$ cat config.mk
export PLATFORM = sky130hd
export DESIGN_NAME = learning_mac_lookup
export DESIGN_NICKNAME = d
export VERILOG_FILES = /design/src/rtl/mac_learn_pkg.sv /design/src/rtl/mac_learn_table.sv /design/src/rtl/mac_learn_ctrl.sv /design/src/rtl/mac_learn_dp.sv /design/src/rtl/learning_mac_lookup.sv
export SDC_FILE = /design/constraint.sdc
export NUM_CORES = 1
export LEC_CHECK = 0
export BUFFER_PORTS_ARGS = -buffer_cell sky130_fd_sc_hd__buf_2
export CORE_AREA = 2 2 330 332
export DETAILED_ROUTE_END_ITERATION = 10
export DIE_AREA = 0 0 332 334
export PLACE_DENSITY = 0.52
export SETUP_SLACK_MARGIN = 0.02
export SYNTH_ARGS = -nofsm -noshare
export SYNTH_HDL_FRONTEND = slang
export SYNTH_SLANG_ARGS = --single-unit
$ cat constraint.sdc
create_clock -name clk -period 6.5 [get_ports clk]
set_clock_uncertainty 0.2 [all_clocks]
set_input_delay 0.65 -clock clk [delete_from_list [all_inputs] [get_ports clk]]
set_output_delay 0.65 -clock clk [all_outputs]
set_load 0.05 [all_outputs]
$ cat src/rtl/mac_learn_pkg.sv
package mac_learn_pkg;

  // Strobes from the control FSM to the datapath and table
  typedef struct packed {
    logic load;   // capture the input beat into the output stage
    logic first;  // the beat being captured opens a frame
    logic learn;  // write the source binding into the table
  } ctrl_strobes_t;

endpackage

$ cat src/rtl/mac_learn_table.sv
module mac_learn_table #(
  parameter int unsigned ENTRIES = 4,
  parameter int unsigned PORT_W  = 8,
  parameter int unsigned MAC_W   = 48
) (
  input  logic              clk,
  input  logic              rstN,
  input  logic [MAC_W-1:0]  lookupMac,
  output logic              hit,
  output logic [PORT_W-1:0] hitPort,
  input  logic              learnEn,
  input  logic [MAC_W-1:0]  learnMac,
  input  logic [PORT_W-1:0] learnPort
);

  localparam int unsigned IDX_W = (ENTRIES > 1) ? $clog2(ENTRIES) : 1;
  localparam logic [IDX_W-1:0] LAST_IDX = IDX_W'(ENTRIES - 1);

  logic [ENTRIES-1:0] entValid;
  logic [MAC_W-1:0]   entMac  [ENTRIES];
  logic [PORT_W-1:0]  entPort [ENTRIES];
  logic [IDX_W-1:0]   allocPtr;

  logic [ENTRIES-1:0] dstHitVec;
  logic [ENTRIES-1:0] srcHitVec;
  logic [IDX_W-1:0]   srcIdx;
  logic               srcHit;

  for (genvar i = 0; i < ENTRIES; i++) begin : g_cmp
    assign dstHitVec[i] = entValid[i] && (entMac[i] == lookupMac);
    assign srcHitVec[i] = entValid[i] && (entMac[i] == learnMac);
  end

  always_comb begin
    hitPort = '0;
    srcIdx  = '0;
    for (int i = 0; i < ENTRIES; i++) begin
      if (dstHitVec[i]) hitPort = hitPort | entPort[i];
      if (srcHitVec[i]) srcIdx  = IDX_W'(i);
    end
  end

  assign hit    = |dstHitVec;
  assign srcHit = |srcHitVec;

  always_ff @(posedge clk or negedge rstN) begin
    if (!rstN) begin
      entValid <= '0;
      allocPtr <= '0;
      for (int i = 0; i < ENTRIES; i++) begin
        entMac[i]  <= '0;
        entPort[i] <= '0;
      end
    end else if (learnEn) begin
      if (srcHit) begin
        entPort[srcIdx] <= learnPort;
      end else begin
        entValid[allocPtr] <= 1'b1;
        entMac[allocPtr]   <= learnMac;
        entPort[allocPtr]  <= learnPort;
        allocPtr           <= (allocPtr == LAST_IDX) ? '0 : allocPtr + 1'b1;
      end
    end
  end


  unique_entry_chk: assert property (@(posedge clk) disable iff (!rstN)
    $onehot0(srcHitVec));


  update_no_alloc_chk: assert property (@(posedge clk) disable iff (!rstN)
    learnEn && srcHit |=> $stable(allocPtr));


  alloc_range_chk: assert property (@(posedge clk) disable iff (!rstN)
    allocPtr <= LAST_IDX);

endmodule

$ cat src/rtl/mac_learn_ctrl.sv
module mac_learn_ctrl
  import mac_learn_pkg::*;
(
  input  logic          clk,
  input  logic          rstN,
  input  logic          sValid,
  input  logic          sLast,
  input  logic          srcGroup,
  input  logic          mReady,
  output logic          sReady,
  output logic          mValid,
  output ctrl_strobes_t strb
);

  logic atSof;
  logic accept;

  assign sReady = !mValid || mReady;
  assign accept = sValid && sReady;

  always_comb begin
    strb.load  = accept;
    strb.first = atSof;
    strb.learn = accept && atSof && !srcGroup;
  end

  always_ff @(posedge clk or negedge rstN) begin
    if (!rstN) begin
      mValid <= 1'b0;
      atSof  <= 1'b1;
    end else begin
      mValid <= accept || (mValid && !mReady);
      if (accept) atSof <= sLast;
    end
  end


  accept_emerges_chk: assert property (@(posedge clk) disable iff (!rstN)
    accept |=> mValid);


  stall_holds_valid_chk: assert property (@(posedge clk) disable iff (!rstN)
    mValid && !mReady |=> mValid);

endmodule

$ cat src/rtl/mac_learn_dp.sv
module mac_learn_dp
  import mac_learn_pkg::*;
#(
  parameter int unsigned DATA_W   = 256,
  parameter int unsigned USER_W   = 128,
  parameter int unsigned PORT_W   = 8,
  parameter int unsigned MAC_W    = 48,
  parameter int unsigned MASK_LSB = 24,
  parameter int unsigned SRC_LSB  = 16,
  parameter logic [PORT_W-1:0] FLOOD = '0
) (
  input  logic                clk,
  input  logic                rstN,
  input  ctrl_strobes_t       strb,
  input  logic [DATA_W-1:0]   sData,
  input  logic [DATA_W/8-1:0] sKeep,
  input  logic [USER_W-1:0]   sUser,
  input  logic                sLast,
  input  logic                hit,
  input  logic [PORT_W-1:0]   hitPort,
  input  logic                mValid,
  input  logic                mReady,
  output logic [MAC_W-1:0]    dstMac,
  output logic [MAC_W-1:0]    srcMac,
  output logic [PORT_W-1:0]   srcPort,
  output logic                srcGroup,
  output logic [DATA_W-1:0]   mData,
  output logic [DATA_W/8-1:0] mKeep,
  output logic [USER_W-1:0]   mUser,
  output logic                mLast
);

  localparam int unsigned KEEP_W = DATA_W / 8;

  logic              dstGroup;
  logic [PORT_W-1:0] destMask;

  assign dstMac   = sData[MAC_W-1:0];
  assign srcMac   = sData[2*MAC_W-1:MAC_W];
  assign srcPort  = sUser[SRC_LSB +: PORT_W];
  assign dstGroup = sData[0];
  assign srcGroup = sData[MAC_W];
  assign destMask = (dstGroup || !hit) ? FLOOD : hitPort;

  always_ff @(posedge clk or negedge rstN) begin
    if (!rstN) begin
      mData <= '0;
      mKeep <= '0;
      mUser <= '0;
      mLast <= 1'b0;
    end else if (strb.load) begin
      mData <= sData;
      mKeep <= sKeep;
      mLast <= sLast;
      mUser <= sUser;
      if (strb.first) mUser[MASK_LSB +: PORT_W] <= destMask;
    end
  end


  stall_holds_beat_chk: assert property (@(posedge clk) disable iff (!rstN)
    mValid && !mReady |=> $stable(mData) && $stable(mUser) && $stable(mKeep) && $stable(mLast));


  keep_width_chk: assert property (@(posedge clk) disable iff (!rstN)
    strb.load && !strb.first |=> mUser == $past(sUser) && KEEP_W > 0);

endmodule

$ cat src/rtl/learning_mac_lookup.sv
module learning_mac_lookup
  import mac_learn_pkg::*;
#(
  parameter int unsigned DATA_W     = 256,
  parameter int unsigned USER_W     = 128,
  parameter int unsigned PORT_W     = 8,
  parameter int unsigned ENTRIES    = 4,
  parameter int unsigned MASK_LSB   = 24,
  parameter int unsigned SRC_LSB    = 16,
  parameter int unsigned FLOOD_MASK = 'h55
) (
  input  logic                clk,
  input  logic                rstN,
  input  logic [DATA_W-1:0]   sTdata,
  input  logic [DATA_W/8-1:0] sTkeep,
  input  logic [USER_W-1:0]   sTuser,
  input  logic                sTlast,
  input  logic                sTvalid,
  output logic                sTready,
  output logic [DATA_W-1:0]   mTdata,
  output logic [DATA_W/8-1:0] mTkeep,
  output logic [USER_W-1:0]   mTuser,
  output logic                mTlast,
  output logic                mTvalid,
  input  logic                mTready
);

  localparam int unsigned MAC_W = 48;
  localparam logic [PORT_W-1:0] FLOOD = PORT_W'(FLOOD_MASK);

  ctrl_strobes_t     strb;
  logic [MAC_W-1:0]  dstMac;
  logic [MAC_W-1:0]  srcMac;
  logic [PORT_W-1:0] srcPort;
  logic              srcGroup;
  logic              hit;
  logic [PORT_W-1:0] hitPort;

  mac_learn_ctrl ctrl_i (
    .clk      (clk),
    .rstN     (rstN),
    .sValid   (sTvalid),
    .sLast    (sTlast),
    .srcGroup (srcGroup),
    .mReady   (mTready),
    .sReady   (sTready),
    .mValid   (mTvalid),
    .strb     (strb)
  );

  mac_learn_table #(
    .ENTRIES (ENTRIES),
    .PORT_W  (PORT_W),
    .MAC_W   (MAC_W)
  ) table_i (
    .clk       (clk),
    .rstN      (rstN),
    .lookupMac (dstMac),
    .hit       (hit),
    .hitPort   (hitPort),
    .learnEn   (strb.learn),
    .learnMac  (srcMac),
    .learnPort (srcPort)
  );

  mac_learn_dp #(
    .DATA_W   (DATA_W),
    .USER_W   (USER_W),
    .PORT_W   (PORT_W),
    .MAC_W    (MAC_W),
    .MASK_LSB (MASK_LSB),
    .SRC_LSB  (SRC_LSB),
    .FLOOD    (FLOOD)
  ) dp_i (
    .clk      (clk),
    .rstN     (rstN),
    .strb     (strb),
    .sData    (sTdata),
    .sKeep    (sTkeep),
    .sUser    (sTuser),
    .sLast    (sTlast),
    .hit      (hit),
    .hitPort  (hitPort),
    .mValid   (mTvalid),
    .mReady   (mTready),
    .dstMac   (dstMac),
    .srcMac   (srcMac),
    .srcPort  (srcPort),
    .srcGroup (srcGroup),
    .mData    (mTdata),
    .mKeep    (mTkeep),
    .mUser    (mTuser),
    .mLast    (mTlast)
  );


  reset_idle_chk: assert property (@(posedge clk) disable iff (!rstN)
    $rose(rstN) |-> !mTvalid);

endmodule

==> results.txt, run 1 <==
The number of standard cells in the final layout excluding fillers came out at 5522. The number of unique standard cell types used by synthesis came out at 54. The netlist area before placement came out at 29800 um2. The pin count of the biggest net entering global routing is 174. The initial detailed-routing violation count came out at 1939.

The share of synthesized flip-flops with an asynchronous set or reset is 100%. The part of the total power dissipated in sequential elements is between 30% and 40%. Setup repair after global routing left no endpoint under its margin. The cell count after synthesis is 3032. The half-perimeter wire length of the detailed placement result is 98.5 mm. The H-tree depth is 3. The fraction of layout instances using a drive strength above 1 is ~30%. The final period utilization is 59.2%.

Cell internal power was estimated by the tool at 9680 uW. In the final routed layout, each cell accounts on average for roughly 24 um. The power density over cell area came out at 387 nW/um2. The main flop type after synthesis is dfrtp_1. The number of iterations in the first detailed-routing pass came out at 5. The effective utilization at floorplan came out at 27.7%. The post-synthesis sequential area ratio came out at 54.5%. STA puts the critical path data required time at 6.82 ns.

dfrtp_1 takes more of the synthesized area than any other cell. The number of I/O port buffers came out at 839. The clock transition at the register clock pins on the worst setup and hold paths after CTS came out at roughly 0.060 ns.

The count of nets left with antenna violations after detail routing came out at 0. The data arrival time at the worst-slack endpoint is ~4.2 ns. The total vias in the final route is 26.0k. The standard cell core area came out at between 100000 and 150000 um2. The initial antenna violation count is 20. The average footprint of a synthesized cell is 9.83 um2.

TritonCTS built the clock tree. The proportion of power drawn by combinational gates came out at 32.0%. The number of flops mapped to enable cells by yosys came out at 0.

The total routed wirelength is 135 mm. The root buffer cell is clkbuf_16. The switching part of the total is 38.5%. The insertion delay of the later-clocked pin in the worst-skew pair came out at 0.67 ns. The flip-flop and latch count after synthesis came out at roughly 650.

The count of maximum capacitance violations is 0. The final routed DRC violation total came out at 0. The floorplan row count is 121. STA classifies the critical path startpoint as a flop. The via density per instance came out at 4.71. The die extent in x is about 330 um. The fraction of power consumed by the clock network is between 30% and 40%. The first-pass GRT wire length is 189 mm. The number of ports placed on the die boundary is between 800 and 900.

The global-route total usage across every layer came out at 23.6%. In the final design database the tool counted 4469 nets. Measured in cells, the most critical reg-to-reg path has a length of 8. Yosys attributes the largest share of cell area to dfrtp_1 (54%), nand2_1 (15%), xnor2_1 (7.3%), mux2_2 (6.2%), xor2_1 (3.1%). The die area came out at 111000 um2. Adding up every negative setup slack in the final design gives 0 ns. The worst pin sits at a relative slew slack of 18.8%. The shortest clock period the worst path allows after layout is 3.85 ns. The highest net fanout along the worst path came out at 25. The Yosys step of the flow raised 0 warnings. At the pin with the least slew margin, the transition time is 1.22 ns.

The max-slew violation count is 0. The hold path depth came out at 3. The die outline height is 334 um. In this run, CTS created clock tree buffers numbering 80. Routability-driven placement finished with a final weighted congestion of 0.923. The clock sink count came out at 649.

The net switching power came out at 6050 uW. The tightest min-delay check is of the in2reg type. STA classifies the critical path endpoint as a flop.

The number of failing setup endpoints in the final timing report is 0. The area fraction of the dominant cell type after synthesis came out at 54.4%. The number of global-route vias before repair came out at 25.9k. The highest attainable clock frequency came out at 260 MHz.

The kind of critical path is reg2reg. The final count of hold timing violations was 0. Counting every net in the synthesized netlist gives 3457. The total of cells resized after clock tree synthesis came out at 0. The worst ir drop on vdd came out at 0.200 mV. No sink is reached through more buffers than the 3 on the longest clock path. The run finished with clean final reports. Summed over all cells, the static leakage comes to roughly 0.020 uW.

The layout overhead on the synthesized area is 36.3%. Once placement completed, the tool counted placed cells totaling 5104. The global-route congestion overflow total is 0.
## synth_stat cells, drive strengths merged, types with 8 or more instances
cell and number:
a21oi 9, nor4 43, nor2b 8, o21ai 26, nand3 18, xnor2 249, xor2 104, nor3 37
nor2 16, nand2 1222, dfrtp 648, nand2b 17, clkbuf 143, a2111oi 10, nand4 94, inv 51
buf 56, mux2 222
## metal layers
layer	track usage, %	part of all wire, %	up-vias
li1	-	-	11700
met1	29.8	41	13000
met2	38.6	47	1003
met3	5.61	7.1	257
met4	10.0	4.3	14
met5	0	0.062	-
## layout make-up
type / count / area, um2
Fill cell: 11000 / 67100
Sequential cell: 649 / 16200
Multi-Input combinational cell: 2133 / 12500
Timing Repair Buffer: 1129 / 7140
Clock buffer: 113 / 2360
Tap cell: 1414 / 1770
Clock inverter: 30 / 412
Inverter: 51 / 191
Antenna cell: 3 / 7.51
## power groups by stage
stage | clock [uW] | sequential, uW | combinational, uW
final | 4750 | 5950 | 5040
after global routing | 5030 | 6060 | 5330
after CTS | 4890 | 5920 | 5050
after detailed placement | 0 | 5990 | 4890
after global placement | 0 | 5970 | 4870
after floorplan | 0 | 6960 | 2210
## registers in the layout, summed over array words and instances, names as in the netlist
signal	cells
table_i.entPort	32
dp_i.mUser	128
table_i.allocPtr	2
ctrl_i.atSof	1
ctrl_i.mValid	1
table_i.entMac	192
table_i.entValid	4
dp_i.mKeep	32
dp_i.mLast	1
dp_i.mData	256
## metrics by stage
step | total power [uW] | hold slack, ns | util [%] | area [um2] | setup slack (ns)
2_1_floorplan | 9170 | 0.154 | - | 29800 | 3.23
3_3_place_gp | 10800 | 0.253 | 32.6 | 35100 | 2.28
5_1_grt | 16400 | 0.0278 | 37.7 | 40600 | 2.57
6_report | 15700 | 0.0613 | 37.7 | 40600 | 2.65
3_5_place_dp | 10900 | 0.256 | 32.6 | 35100 | 2.26
4_1_cts | 15900 | 0.000260 | 37.7 | 40600 | 2.80
## logic make-up after synthesis
kind of cell	share of synthesized area (%)
simple gates	20.7
flops	54.5
compound gates	1.71
buf+inv	3.66
fa+ha+maj	0.168
mux	8.93
xor+xnor	10.4
## worst max-delay path: stages (launching register included)
cell	delay, ns
dfrtp_1	0.42
xnor2_1	0.41
nand4b_1	0.16
nor4b_1	0.42
nand3_1	0.22
o211ai_1	0.82
nor2_4	0.36
buf_4	0.37
mux2_2	0.31
## worst paths after layout
| path | start | endpoint | slack, ns |
|---|---|---|---|
| hold / removal | sTdata[146] | dp_i.mData[146]$_DFFE_PN0P_ | 0.06 |
| hold reg to reg | dp_i.mData[170]$_DFFE_PN0P_ | dp_i.mData[170]$_DFFE_PN0P_ | 0.27 |
| min in group asynchronous | rstN | dp_i.mData[77]$_DFFE_PN0P_ | 0.45 |
| setup / recovery | table_i.entMac[190]$_DFFE_PN0P_ | table_i.entMac[56]$_DFFE_PN0P_ | 2.65 |
| setup reg to reg | table_i.entMac[190]$_DFFE_PN0P_ | table_i.entMac[56]$_DFFE_PN0P_ | 2.65 |
| max in group asynchronous | rstN | dp_i.mUser[39]$_DFFE_PN0P_ | 3.96 |
## placed cells by master (no fill, tap or decap), types with 4 or more instances in the layout
cell type      count
a2111oi_0         10
a21oi_1            8
a22o_1             6
buf_12             6
buf_2            838
buf_4             12
bufinv_16          7
clkbuf_1          13
clkbuf_16         83
clkbuf_8          17
clkinv_2           9
clkinvlp_4         5
dfrtp_1          648
dlygate4sd3_1    272
ha_1               4
inv_1             51
mux2_1            15
mux2_2           164
mux2_4            43
nand2_1         1221
nand2b_1          17
nand3_1           17
nand4_1           93
nor2_1            13
nor2b_1            8
nor3_1            37
nor3b_1            5
nor4_1            42
nor4b_1            4
o21ai_0           20
o21ai_1            5
o221ai_1           6
o22ai_1            5
or3_1              4
xnor2_1          249
xor2_1           104
## repair_timing
item	CTS	global route
hold endpoints to repair	349	0
hold buffers	272	0
setup buffers	0	0
No activity file was read; power rests on OpenSTA's default activity.
==> inputs of run 2 (changes only) <==
--- a/config.mk
+++ b/config.mk
@@ -6,10 +6,10 @@
 export NUM_CORES = 1
 export LEC_CHECK = 0
 export BUFFER_PORTS_ARGS = -buffer_cell sky130_fd_sc_hd__buf_2
-export CORE_AREA = 2 2 330 332
+export CORE_AREA = 2 2 329 331
 export DETAILED_ROUTE_END_ITERATION = 10
-export DIE_AREA = 0 0 332 334
-export PLACE_DENSITY = 0.52
+export DIE_AREA = 0 0 331 333
+export PLACE_DENSITY = 0.54
 export SETUP_SLACK_MARGIN = 0.02
 export SYNTH_ARGS = -nofsm -noshare
 export SYNTH_HDL_FRONTEND = slang
==> constraint.sdc (replaced) <==
create_clock -name clk -period 3.2 [get_ports clk]
set_clock_uncertainty 0.2 [all_clocks]
set_input_delay 0.32 -clock clk [delete_from_list [all_inputs] [get_ports clk]]
set_output_delay 0.32 -clock clk [all_outputs]
set_load 0.05 [all_outputs]
==> results.txt, run 2 (synthesis results as in run 1) <==
The critical path goes through xor2_1, nor4_1, buf_4, nand4_1, or4_4, nand3_1, nor2_4, buf_12, mux2_2. The fraction of power consumed by the clock network is 27.8% (-2.4 points). The pin count of the biggest net entering global routing is 172 (-1.1%). The minimum setup slack after placement was -0.262 ns (-2.52 ns).

The die extent in x is 331 um (-0.30%). The die area came out at 110000 um2 (-0.60%). The slowest stage of the critical path is the or4_4 cell. TritonCTS built the clock tree.

The logic depth of the worst setup path including buffers is 9 (+1). The insertion delay of the later-clocked pin in the worst-skew pair is 0.67 ns (about the same). Setup repair after global routing left no endpoint under its margin. The destination of the worst hold path is dp_i.mData[48]$_DFFE_PN0P_. The largest incremental delay on the critical path was 0.64 ns (-0.18 ns). The run finished with clean final reports. The start of the worst register-to-register path is table_i.entMac[124]$_DFFE_PN0P_. The final estimated routing congestion in global placement came out at 1.03 (+12%).

The half-perimeter wire length of the detailed placement result came out at 111 mm (+13%). The relative max-transition margin is 35.3% (+17 points). The worst path setup slack after routing is 0.0504 ns (-2.60 ns). The number of clock buffers inserted by TritonCTS came to 79 (-1.3%). The number of standard cells in the final layout excluding fillers is 5839 (+5.7%). The global-route total usage across every layer is 25.7% (+2.1 points).

The summed area of non-filler cells in the final layout came out at 43700 um2 (+7.4%). The depth of the worst register-to-register path came out at 9 (+1). The total power consumption of the routed design was 33600 uW (+110%). The final core area utilization was 41.0% (+3.3 points). The switching part of the total is 39.9% (+1.5 points). The data arrival time at the worst-slack endpoint is 3.47 ns (-0.70 ns). The total routed wirelength is 145 mm (+8.1%). The shortest clock period the worst path allows after layout came out at 3.15 ns (-0.700 ns). The layout overhead on the synthesized area came out at 46.5%. The clock transition at the register clock pins on the worst setup and hold paths after CTS was 0.06 ns (about the same). The part of the total power dissipated in sequential elements is 36.3% (-1.5 points).

The final period utilization is 98.4% (+39 points). The fraction of layout instances using a drive strength above 1 is 31.7% (+2.3 points). The die outline height came out at 333 um (-0.30%). The setup slack on the worst flop-to-flop path is 0.05 ns (-2.60 ns). The number of flip-flops under the largest register name was 256 (unchanged).

The global-route congestion overflow total is 0 (unchanged). The startpoint identified for the worst hold timing path is sTdata[48]. The post-layout net count came out at 4798 (+7.4%). The power density over cell area was 770 nW/um2 (+99%).

The number of buffers between clock root and the deepest sink is 3 (unchanged). The floorplan row count is 120 (-0.83%). The root buffer cell is clkbuf_16. The net switching power came out at 13400 uW (+120%). The critical path startpoint is table_i.entMac[124]$_DFFE_PN0P_.

The number of failing setup endpoints in the final timing report is 0 (unchanged). The final routed DRC violation total is 0 (unchanged). The initial detailed-routing violation count is 2213 (+14%). The number of placed cells counting well taps came to 5286 (+3.6%).

The first-pass GRT wire length is 203 mm (+7.2%). The number of global-route vias before repair is 27.7k (+6.9%). The sum of buffers and inverters on the critical path is 2 (+1). The total vias in the final route is 27.7k (+6.5%).

The hold path depth came to 4 (+1). The worst setup path is launched from a flop. Broken down by cell family, the worst path's largest delay share belongs to simple AND/OR/NAND/NOR gates. The buffers inserted during post-CTS setup optimization is 0 (unchanged). The via density per instance was 4.74 (+0.73%). The standard cell core area is 107000 um2 (-1.1%). The kind of critical path is reg2reg.

The H-tree depth is 3 (unchanged). The highest net fanout along the worst path came to 21 (-16%). The transition at the pin with the smallest max-transition slack came out at 0.945 ns (-0.273 ns). The clock sink count is 649 (unchanged). The final count of hold timing violations came out at 0 (unchanged). The highest attainable clock frequency is 318 MHz (+22%).

The placed cell area came out at 36800 um2 (+4.8%). The required time at the endpoint of the critical path came to 3.52 ns (-3.30 ns). The number of iterations in the first detailed-routing pass is 5 (unchanged).

The number of ports placed on the die boundary came out at 840 (unchanged). In the layout the commonest cells are nand2_1 (1221), buf_2 (838), dfrtp_1 (648). The cell internal power dissipation came out at 20200 uW (+110%). In the final layout, the registers with the most flip-flops are dp_i.mData x256, table_i.entMac x192, dp_i.mUser x128.

The proportion of power drawn by combinational gates is 35.9% (+3.9 points). The path class of the lowest-slack min-delay path is in2reg. The library cell used most frequently in the layout, excluding fill and tap cells, is nand2_1. The reported leakage power came to 0.0219 uW (+7.7%). STA classifies the critical path endpoint as a flop. The routed wirelength normalized by instance count is 24.9 um (+2.3%). The worst ir drop on vdd is 0.371 mV (+86%). The count of nets left with antenna violations after detail routing is 0 (unchanged). The effective utilization at floorplan came out at 28.0% (+0.31 points). The endpoint of the worst register-to-register path is table_i.entMac[18]$_DFFE_PN0P_.

The max-slew violation count is 0 (unchanged). The number of I/O port buffers is 839 (unchanged). The initial antenna violation count is 9 (-55%). The count of maximum capacitance violations is 0 (unchanged). The largest register by flop count is dp_i.mData.
run 2: how the worst max path moves through the flow:
stage / to / slack [ns]
detailed placement: table_i.entPort[9]$_DFFE_PN0P_ / -0.26
CTS: dp_i.mUser[30]$_DFFE_PN0P_ / 0.06
global route: dp_i.mUser[26]$_DFFE_PN0P_ / 0.04
floorplan: table_i.entMac[183]$_DFFE_PN0P_ / 0.18
global placement: table_i.entPort[12]$_DFFE_PN0P_ / -0.26
finish: table_i.entMac[18]$_DFFE_PN0P_ / 0.05
run 2: power by group through the flow:
| stage | Sequential [uW] | Combinational (uW) | Clock (uW) |
|---|---|---|---|
| finish | 12200 | 12100 | 9350 |
| global placement | 12200 | 11500 | 0 |
| CTS | 12100 | 12000 | 9590 |
| detailed placement | 12300 | 11500 | 0 |
| floorplan | 14100 | 4490 | 0 |
| global route | 12400 | 12600 | 9900 |
run 2: layout make-up:
type,count,area [um2]
Timing Repair Buffer,1459,10200
Inverter,51,191
Clock buffer,114,2320
Antenna cell,4,10.0
Sequential cell,649,16200
Fill cell,10400,62900
Multi-Input combinational cell,2133,12600
Tap cell,1403,1760
Clock inverter,26,325
run 2: metal layers:
layer  share of wire [%]  GRT usage [%]  wire length [um]
met5               0.030              0                43
met2                  46           40.9             66900
met1                  41           32.6             59700
met4                 6.0           14.1              8770
met3                 7.0           4.91             10100
run 2: what timing repair did:
action | 4_1_cts | 5_1_grt
setup endpoints to repair | 126 | 82
endpoints found under the hold margin | 673 | 0
hold buffers | 409 | 0
pin swaps | 0 | 1
resized for setup | 3 | 16
run 2: metrics by stage:
stage               hold WS, ns  TNS (ns)
detailed placement        0.183    -23.15
finish                   0.0503         0
CTS                     0.00427         0
floorplan                -0.176         0
global route             0.0453         0
global placement          0.178    -22.88
run 2: worst min-delay path: stages:
cell	delay, ns
buf_2	0.17
buf_4	0.19
nand2_1	0.11
nand2_1	0.06
